File: src/rtl/hdsync_pkg.sv
package hdsync_pkg;
    typedef enum logic [1:0] {
        ST_IDLE,
        ST_LOAD,
        ST_SHIFT,
        ST_TAIL
    } xfer_state_t;

    localparam logic [7:0] FILL_BYTE = 8'hFF;
endpackage

File: src/rtl/hdsync_byte_engine.sv
module hdsync_byte_engine #(
    parameter int HALF = 2
) (
    input  logic       clk,
    input  logic       rst_n,
    input  logic       go,
    input  logic [7:0] load_byte,
    input  logic       miso,
    output logic       sclk,
    output logic       mosi,
    output logic       byte_done,
    output logic [7:0] rx_byte
);
    localparam int HCW = (HALF > 1) ? $clog2(HALF) : 1;
    localparam logic [HCW-1:0] HLAST = HCW'(HALF - 1);

    logic           busy_q;
    logic           sclk_q;
    logic [HCW-1:0] hcnt_q;
    logic [2:0]     bit_q;
    logic [7:0]     txsh_q;
    logic [7:0]     rxsh_q;
    logic           tick;

    assign tick      = busy_q && (hcnt_q == HLAST);
    assign byte_done = tick && sclk_q && (bit_q == 3'd7);
    assign rx_byte   = rxsh_q;
    assign sclk      = sclk_q;
    assign mosi      = txsh_q[7];

    always_ff @(posedge clk or negedge rst_n) begin
        if (!rst_n) begin
            busy_q <= 1'b0;
            sclk_q <= 1'b0;
            hcnt_q <= '0;
            bit_q  <= '0;
            txsh_q <= '0;
            rxsh_q <= '0;
        end else if (go) begin
            busy_q <= 1'b1;
            sclk_q <= 1'b0;
            hcnt_q <= '0;
            bit_q  <= '0;
            txsh_q <= load_byte;
        end else if (busy_q) begin
            hcnt_q <= tick ? '0 : hcnt_q + 1'b1;
            if (tick) begin
                sclk_q <= ~sclk_q;
                if (!sclk_q) begin
                    rxsh_q <= {rxsh_q[6:0], miso};
                end else if (bit_q == 3'd7) begin
                    busy_q <= 1'b0;
                end else begin
                    bit_q  <= bit_q + 1'b1;
                    txsh_q <= {txsh_q[6:0], 1'b0};
                end
            end
        end
    end

    AST_SCLK_IDLE_LOW: assert property (@(posedge clk) disable iff (!rst_n)
        !busy_q |-> !sclk_q);
    AST_NO_RELOAD_MIDBYTE: assert property (@(posedge clk) disable iff (!rst_n)
        busy_q |-> !go);
endmodule

File: src/rtl/hdsync_rx_gate.sv
module hdsync_rx_gate #(
    parameter int CW = 16
) (
    input  logic          clk,
    input  logic          rst_n,
    input  logic          arm,
    input  logic [CW-1:0] want_len,
    input  logic [7:0]    marker,
    input  logic          stb,
    input  logic [7:0]    byte_in,
    output logic [7:0]    out_data,
    output logic          out_valid,
    output logic          rx_finished
);
    logic          hunting_q;
    logic [CW-1:0] rem_q;
    logic [7:0]    marker_q;

    // true when, after the byte now strobed, nothing is owed
    assign rx_finished = (rem_q == '0) || (!hunting_q && (rem_q == CW'(1)));

    always_ff @(posedge clk or negedge rst_n) begin
        if (!rst_n) begin
            hunting_q <= 1'b0;
            rem_q     <= '0;
            marker_q  <= '0;
            out_data  <= '0;
            out_valid <= 1'b0;
        end else begin
            out_valid <= 1'b0;
            if (arm) begin
                hunting_q <= 1'b1;
                rem_q     <= want_len;
                marker_q  <= marker;
            end else if (stb) begin
                if (hunting_q) begin
                    if (byte_in == marker_q) begin
                        hunting_q <= 1'b0;
                    end
                end else if (rem_q != '0) begin
                    out_data  <= byte_in;
                    out_valid <= 1'b1;
                    rem_q     <= rem_q - 1'b1;
                end
            end
        end
    end

    AST_NO_DATA_WHILE_HUNT: assert property (@(posedge clk) disable iff (!rst_n)
        out_valid |-> !hunting_q);
    AST_REM_STEP: assert property (@(posedge clk) disable iff (!rst_n)
        out_valid |-> (rem_q == CW'($past(rem_q) - 1'b1)));
    AST_HUNT_ENDS_ON_MARKER: assert property (@(posedge clk) disable iff (!rst_n)
        $fell(hunting_q) |-> ($past(byte_in) == marker_q));
endmodule

File: src/rtl/hdsync_spi_master.sv
module hdsync_spi_master
    import hdsync_pkg::*;
#(
    parameter int HALF = 2,
    parameter int CW   = 16
) (
    input  logic          clk,
    input  logic          rst_n,
    input  logic          start,
    input  logic [CW-1:0] tx_len,
    input  logic [CW-1:0] rx_len,
    input  logic [7:0]    hdr_byte,
    input  logic [7:0]    tx_data,
    output logic          tx_pop,
    output logic [7:0]    rx_data,
    output logic          rx_valid,
    output logic          done,
    output logic          sclk,
    output logic          mosi,
    input  logic          miso,
    output logic          cs_n
);
    localparam int TAIL_CYC = 2 * HALF;
    localparam int GW = $clog2(TAIL_CYC) + 1;
    localparam logic [GW-1:0] GLAST = GW'(TAIL_CYC - 1);

    xfer_state_t   state_q, state_d;
    logic [CW-1:0] tx_rem_q;
    logic [GW-1:0] gap_q;
    logic          cs_n_q;
    logic          done_q;
    logic          eng_go;
    logic [7:0]    eng_byte;
    logic          byte_done;
    logic [7:0]    rx_byte;
    logic          rx_finished;
    logic          arm;
    logic          finish;

    assign arm      = (state_q == ST_IDLE) && start;
    assign eng_go   = (state_q == ST_LOAD);
    assign tx_pop   = (state_q == ST_LOAD) && (tx_rem_q != '0);
    assign eng_byte = (tx_rem_q != '0) ? tx_data : FILL_BYTE;
    assign finish   = (tx_rem_q == '0) && rx_finished;
    assign cs_n     = cs_n_q;
    assign done     = done_q;

    hdsync_byte_engine #(.HALF(HALF)) u_engine (
        .clk       (clk),
        .rst_n     (rst_n),
        .go        (eng_go),
        .load_byte (eng_byte),
        .miso      (miso),
        .sclk      (sclk),
        .mosi      (mosi),
        .byte_done (byte_done),
        .rx_byte   (rx_byte)
    );

    hdsync_rx_gate #(.CW(CW)) u_gate (
        .clk         (clk),
        .rst_n       (rst_n),
        .arm         (arm),
        .want_len    (rx_len),
        .marker      (hdr_byte),
        .stb         (byte_done),
        .byte_in     (rx_byte),
        .out_data    (rx_data),
        .out_valid   (rx_valid),
        .rx_finished (rx_finished)
    );

    // state register
    always_ff @(posedge clk or negedge rst_n) begin
        if (!rst_n) state_q <= ST_IDLE;
        else        state_q <= state_d;
    end

    // next state
    always_comb begin
        state_d = state_q;
        unique case (state_q)
            ST_IDLE: if (start) begin
                state_d = ((tx_len == '0) && (rx_len == '0)) ? ST_TAIL : ST_LOAD;
            end
            ST_LOAD:  state_d = ST_SHIFT;
            ST_SHIFT: if (byte_done) state_d = finish ? ST_TAIL : ST_LOAD;
            ST_TAIL:  if (gap_q == GLAST) state_d = ST_IDLE;
            default:  state_d = ST_IDLE;
        endcase
    end

    // registered outputs and counters
    always_ff @(posedge clk or negedge rst_n) begin
        if (!rst_n) begin
            cs_n_q   <= 1'b1;
            done_q   <= 1'b0;
            tx_rem_q <= '0;
            gap_q    <= '0;
        end else begin
            done_q <= 1'b0;
            unique case (state_q)
                ST_IDLE: if (start) begin
                    cs_n_q   <= 1'b0;
                    tx_rem_q <= tx_len;
                    gap_q    <= '0;
                end
                ST_LOAD: if (tx_rem_q != '0) tx_rem_q <= tx_rem_q - 1'b1;
                ST_SHIFT: gap_q <= '0;
                ST_TAIL: begin
                    gap_q <= gap_q + 1'b1;
                    if (gap_q == GLAST) begin
                        cs_n_q <= 1'b1;
                        done_q <= 1'b1;
                    end
                end
                default: ;
            endcase
        end
    end

    AST_DONE_ONE_CYCLE: assert property (@(posedge clk) disable iff (!rst_n)
        done |=> !done);
    AST_DONE_RELEASES_CS: assert property (@(posedge clk) disable iff (!rst_n)
        $rose(done) |-> (cs_n && $past(!cs_n)));
    AST_SCLK_UNDER_CS: assert property (@(posedge clk) disable iff (!rst_n)
        sclk |-> !cs_n);
    AST_POP_UNDER_CS: assert property (@(posedge clk) disable iff (!rst_n)
        tx_pop |-> !cs_n);
    AST_START_IGNORED: assert property (@(posedge clk) disable iff (!rst_n)
        (start && (state_q != ST_IDLE)) |=> (tx_rem_q <= $past(tx_rem_q)));
endmodule

File: config.mk
export PLATFORM = sky130hd
export DESIGN_NAME = hdsync_spi_master
export DESIGN_NICKNAME = d
export VERILOG_FILES = /design/src/rtl/hdsync_pkg.sv /design/src/rtl/hdsync_byte_engine.sv /design/src/rtl/hdsync_rx_gate.sv /design/src/rtl/hdsync_spi_master.sv
export SDC_FILE = /design/constraint.sdc
export NUM_CORES = 1
export LEC_CHECK = 0
export CAP_MARGIN = 20
export CORE_AREA = 5 5 90 92
export CTS_BUF_LIST = sky130_fd_sc_hd__clkbuf_4 sky130_fd_sc_hd__clkbuf_8
export CTS_CLUSTER_DIAMETER = 50
export DETAILED_ROUTE_END_ITERATION = 12
export DIE_AREA = 0 0 95 97
export PLACE_DENSITY = 0.86
export SYNTH_ARGS = -nofsm -noshare
export SYNTH_HDL_FRONTEND = slang
export SYNTH_SLANG_ARGS = --single-unit
export TNS_END_PERCENT = 50
File: constraint.sdc
create_clock -name clk -period 6.2 [get_ports clk]
set_clock_uncertainty 0.2 [all_clocks]
set_input_delay 0.93 -clock clk [delete_from_list [all_inputs] [get_ports clk]]
set_output_delay 0.93 -clock clk [all_outputs]
set_load 0.005 [all_outputs]
==> impl_metrics.tcl, run 1 <==
set metrics [dict create \
    powerDensity_nw_per_um2 426.6 \
    synth_most_common_cell "dfrtp_1" \
    grt_max_degree 80 \
    holdPathEnd "u_gate.marker_q[2]" \
    hold_violations 0 \
    via_per_inst 5.963 \
    rsz0062_at_grt "no" \
    cts_made_buffers 9 \
    wl_mm 10.03 \
    port_buffers 65 \
    synth-edff-count 0 \
    ys.flop_type "dfrtp_1" \
    cts_hold_buf 0 \
    min_period_over_period_pct 64.56 \
    clock_latency_ns 0.35 \
    netlist_top_cells_area "dfrtp_1 (47%), nand2_1 (4.9%), mux2_2 (4.3%), nor2_1 (4.0%), xor2_1 (3.4%)" \
    syn_inst 423 \
    grt_first_pass_wirelength_mm 16.86 \
    worstMarginPinSlew_ns 0.9648 \
    die_h_um 97 \
    rows 31 \
    die_area_sq_um 9215 \
    fin_crit_ns 4.003 \
    slew_headroom_pct 35.68 \
    grt_pass1_vias 3552 \
    min_from "u_gate.marker_q[2]" \
    core_region_area_sq_um 7137 \
    via_count 3500 \
    synth_seq_area_share_pct 47.35 \
    ff2ff_path_depth 8 \
    synth_common_cells "dfrtp_1 (78), nand2_1 (54), nor2_1 (44)" \
    cts-root-buf "clkbuf_8" \
    drtAntennaViolNets 0 \
    async_flop_share_pct 100.0 \
    fp.dieW_um 95 \
    postCtsSetupBuffers 0 \
    area_delta_synth_final_pct 21.59 \
    yosysWarnings 0 \
    diodes 0 \
    hold_slack_ns 0.3010 \
    reg2reg_from "tx_rem_q[1]" \
    cts_tree "done" \
    cp-start-kind "flip-flop" \
    synth_nets 483 \
    hpwl_mm 7.174 \
    cts.reportedPaths.clkPinSlew_ns 0.08 \
    drive_above_1_share_pct 11.48 \
    cts_sinks 79 \
    yosysTopAreaCell "dfrtp_1" \
    hp-class "reg2reg" \
    synth.distinct_cells 61 \
    cap_violations 0 \
    wire_per_inst_um 17.09 \
    place.gp.congestion 0.8799 \
    synth-seq-cells 79 \
    setup_viol 0 \
    final_nets 543 \
    p_leak_nw 2.168 \
    grtUsageTotal_pct 23.10 \
    drtIter0Drc 251 \
    start_util_pct 58.54 \
    critPathKind "reg2out" \
    drc 0 \
    clock_path_buffers 2 \
    cts_resized 0 \
    cp.arrival_ns 2.87 \
    first_pass_iters 5 \
    status "complete, no violations" \
    final_max_slew_viol_count 0 \
    tns_ns 0 \
    worstPathMaxFanout 16 \
    r2r-end "tx_rem_q[1]" \
    regToRegSetupSlack_ns 3.28 \
    avgSynthCellArea_sq_um 9.876 \
    fmax_mhz 249.8 \
    crit_required_ns 5.07 \
    ioPinCount 66 \
    ir_drop_mv 0.2254 \
    synth_top_area_share_pct 46.72 \
    antenna_found_initial 0 \
    startpoint "tx_rem_q[1]" \
    min_path_cells 2 \
    htree_levels 3 \
    overflow 0 \
    syn-cell-area_sq_um 4178 \
    worstSetupEndpointType "output port" \
]
logic make-up (layout without fill, tap and decap cells):
family | after synthesis | after routing | synth area share (%)
simple gates | 170 | 170 | 21.47
compound gates | 87 | 87 | 14.17
flops | 79 | 79 | 47.35
buf+inv | 29 | 94 | 2.845
mux | 27 | 27 | 6.948
xor+xnor | 23 | 23 | 4.822
fa+ha+maj | 8 | 8 | 2.396
flip-flops by register name, indices dropped and copies added (netlist names), 2 cells and up:
signal and count:
gap_q 3, state_q 2, tx_rem_q 16, u_engine.bit_q 3, u_engine.rx_byte 8, u_engine.txsh_q 8, u_gate.marker_q 8, u_gate.out_data 8
u_gate.rem_q 16
worst max-delay path, cell delays in order (launching register included):
cell and delay [ns]:
dfrtp_1 0.41, inv_1 0.09, ha_1 0.20, or3b_2 0.54
nor3_2 0.20, a31o_2 0.40, inv_2 0.20, clkdlybuf4s50_1 0.49
per-stage QoR:
stage,total power [mW],utilization (%),area [sq um],setup WS [ns],cells
6_report,2.167,71.18,5080,2.197,587
5_1_grt,2.333,71.18,5080,2.101,587
4_1_cts,2.171,71.18,5080,2.232,587
3_5_place_dp,1.819,68.62,4897,2.617,571
3_3_place_gp,1.759,68.62,4897,2.674,571
2_1_floorplan,1.560,-,4178,3.327,423
how the worst max path moves through the flow:
stage / endpoint / slack [ns] / cells after the start
finish: tx_pop / 2.20 / 7
global route: tx_pop / 2.10 / 7
CTS: tx_pop / 2.23 / 7
detailed placement: tx_pop / 2.62 / 7
global placement: tx_pop / 2.67 / 7
floorplan: tx_pop / 3.33 / 7
power by group:
group	internal, mW	leakage, nW	total [mW]	switching, mW
clock	0.157	0.0849	0.349	0.191
combinational	0.400	1.12	0.865	0.465
sequential	0.724	0.963	0.954	0.229
routing by layer:
metal | global-route usage (%) | vias up | wire [um] | share of wire [%]
li1 | - | 1651 | - | -
met1 | 30.42 | 1674 | 4232 | 42
met2 | 36.39 | 147 | 4946 | 49
met3 | 4.422 | 28 | 568 | 5.7
met4 | 10.88 | 0 | 284 | 2.8
met5 | 0 | - | 0 | 0
cell type report:
| class | count | area, sq um |
|---|---|---|
| Sequential cell | 79 | 1978 |
| Timing Repair Buffer | 69 | 678.2 |
| Multi-Input combinational cell | 315 | 2083 |
| Tap cell | 99 | 123.9 |
| Fill cell | 549 | 2057 |
| Clock buffer | 10 | 137.6 |
| Inverter | 9 | 33.78 |
| Clock inverter | 6 | 45.04 |
placed cells by master, fill, tap and decap left out, drive strengths merged, types with 10 or more instances in the layout:
master          n
dfrtp          78
clkdlybuf4s50  64
nand2          54
nor2           45
nor4           17
a21oi          16
xor2           16
mux2           16
o21ai          16
nor3           12
mux2i          11
clkbuf         10
inv            10
Note: power is estimated with default switching activity, not from simulation.
==> run 2: changes to the inputs <==
--- a/config.mk
+++ b/config.mk
@@ -6,12 +6,12 @@
 export NUM_CORES = 1
 export LEC_CHECK = 0
 export CAP_MARGIN = 20
-export CORE_AREA = 5 5 90 92
+export CORE_AREA = 5 5 98 100
 export CTS_BUF_LIST = sky130_fd_sc_hd__clkbuf_4 sky130_fd_sc_hd__clkbuf_8
 export CTS_CLUSTER_DIAMETER = 50
 export DETAILED_ROUTE_END_ITERATION = 12
-export DIE_AREA = 0 0 95 97
-export PLACE_DENSITY = 0.86
+export DIE_AREA = 0 0 103 105
+export PLACE_DENSITY = 0.77
 export SYNTH_ARGS = -nofsm -noshare
 export SYNTH_HDL_FRONTEND = slang
 export SYNTH_SLANG_ARGS = --single-unit
==> constraint.sdc (replaced) <==
create_clock -name clk -period 3.5 [get_ports clk]
set_clock_uncertainty 0.2 [all_clocks]
set_input_delay 0.525 -clock clk [delete_from_list [all_inputs] [get_ports clk]]
set_output_delay 0.525 -clock clk [all_outputs]
set_load 0.005 [all_outputs]
==> run 2 against run 1 <==
  * Worst setup slack worse by 2.0 ns
  * Critical path depth did not move
  * Sequential power is 77% higher
  * Design area is 1.3% higher
  * Critical path type unchanged
  * Largest power group unchanged
==> impl_metrics.tcl, run 2 (synthesis results as in run 1) <==
set metrics [dict create \
    status "complete, no violations" \
    switching_share_pct 40.95 \
    num-fill-cells 720 \
    cts_tree "done" \
    power.clock.fraction_pct 16.8 \
    rsz0062_at_grt "no" \
    r2r-end "u_gate.out_data[5]" \
    crit_slowest_cell "or3b_2" \
    hold_violations 0 \
    powerDensity_nw_per_um2 750.1 \
    htree_levels 3 \
    worstPathMaxFanout 11 \
    min_path_cells 2 \
    min_period_over_period_pct 93.93 \
    worstSetupEndpointType "output port" \
    p_comb_share_pct 39.5 \
    cts.reportedPaths.clkPinSlew_ns 0.09 \
    final_cells 600 \
    tns_ns 0 \
    via_count 3420 \
    setup_viol 0 \
    antenna_found_initial 0 \
    worstMarginPinSlew_ns 0.7659 \
    hpwl_mm 7.147 \
    crit_chain "inv_1 > ha_1 > or3b_2 > nor3_2 > a31o_2 > inv_2 > clkdlybuf4s50_1" \
    rows 34 \
    drtAntennaViolNets 0 \
    final_util_pct 59.87 \
    place_inst 582 \
    reg2reg_from "u_gate.rem_q[11]" \
    port_buffers 65 \
    place.gp.congestion 0.8359 \
    critPathKind "reg2out" \
    grt_first_pass_wirelength_mm 16.66 \
    startpoint "tx_rem_q[0]" \
    final_max_slew_viol_count 0 \
    drtIter0Drc 240 \
    drc 0 \
    layout_commonest_cell "dfrtp_1" \
    die_area_sq_um 10820 \
    crit_required_ns 2.77 \
    top_regs "tx_rem_q x16, u_gate.rem_q x16" \
    intPower_mw 2.279 \
    grt_pass1_vias 3491 \
    cts-root-buf "clkbuf_8" \
    p_leak_nw 2.207 \
    pwr-share-seq_pct 43.7 \
    layout_common_cells "dfrtp_1 (78), clkdlybuf4s50_1 (64), nand2_1 (54)" \
    hp-class "reg2reg" \
    cp-start-kind "flip-flop" \
    clock_latency_ns 0.36 \
    fmax_mhz 304.2 \
    regToRegSetupSlack_ns 0.84 \
    die_h_um 105 \
    overflow 0 \
    grt_max_degree 80 \
    final_nets 547 \
    diodes 0 \
    slowest_delay_ns 0.53 \
    via_per_inst 5.700 \
    cts_sinks 79 \
    slew_headroom_pct 48.27 \
    cap_violations 0 \
    holdPathEnd "u_gate.marker_q[6]" \
    grtUsageTotal_pct 19.16 \
    switchingPower_mw 1.580 \
    fp.dieW_um 103 \
    cp.arrival_ns 2.56 \
    ioPinCount 66 \
    cts_made_buffers 9 \
    start_util_pct 48.62 \
    fin_crit_ns 3.288 \
    clock_path_buffers 2 \
    min_from "u_gate.marker_q[6]" \
    ff2ff_path_depth 5 \
    first_pass_iters 4 \
    area_delta_synth_final_pct 23.15 \
    power_mw 3.859 \
    drive_above_1_share_pct 11.99 \
    core_region_area_sq_um 8593 \
    wl_mm 9.963 \
    ir_drop_mv 0.2952 \
    wire_per_inst_um 16.61 \
]
[run 2: what timing repair did]
action | 4_1_cts | 5_1_grt
hold buffers | 0 | 1
buffers inserted | 0 | 0
gates resized for setup | 0 | 0
endpoints found under the hold margin | 0 | 6
[run 2: how the worst max path moves through the flow]
stage	to	slack (ns)
after global placement	tx_pop	0.67
final	tx_pop	0.21
after floorplan	tx_pop	1.03
after global routing	tx_pop	0.09
after detailed placement	tx_pop	0.61
after CTS	tx_pop	0.21
[run 2: layout make-up]
cell class                      count  area, sq um  share of cell area (%)
Clock buffer                        9        123.9                   2.408
Clock inverter                      7        60.06                   1.167
Inverter                            9        33.78                  0.6566
Multi-Input combinational cell    315         2083                   40.49
Sequential cell                    79         1978                   38.45
Tap cell                          108        135.1                   2.626
Timing Repair Buffer               73        730.7                   14.20
[run 2: through the flow]
step | area, sq um | setup slack [ns] | hold WS [ns]
6_report | 5145 | 0.2124 | 0.2976
5_1_grt | 5145 | 0.09125 | 0.3155
4_1_cts | 5107 | 0.2142 | 0.1530
3_5_place_dp | 4923 | 0.6138 | 0.2836
3_3_place_gp | 4923 | 0.6741 | 0.2779
2_1_floorplan | 4178 | 1.032 | 0.02941
[run 2: routing by layer]
layer  GRT usage [%]  up-vias  wire, um
met5               0        -         0
met4           5.550        0       159
met3           4.997       11       535
met2           30.71       86      4955
met1           25.46     1662      4313
li1                -     1661         -
[run 2: power by group through the flow]
| stage | registers, mW | logic [mW] | clock network (mW) |
|---|---|---|---|
| floorplan | 1.57 | 1.20 | 0 |
| global placement | 1.67 | 1.47 | 0 |
| detailed placement | 1.69 | 1.52 | 0 |
| CTS | 1.68 | 1.53 | 0.667 |
| global route | 1.75 | 1.71 | 0.702 |
| finish | 1.69 | 1.52 | 0.647 |
[run 2: worst max-delay path: cells and delay by family (launching register included)]
| family | cells | cell delay, ns |
|---|---|---|
| adders and majority gates | 1 | 0.20 |
| AOI/OAI and AO/OA | 1 | 0.20 |
| and+or+nand+nor | 2 | 0.74 |
| DFF | 1 | 0.41 |
| buffers and inverters | 3 | 0.67 |
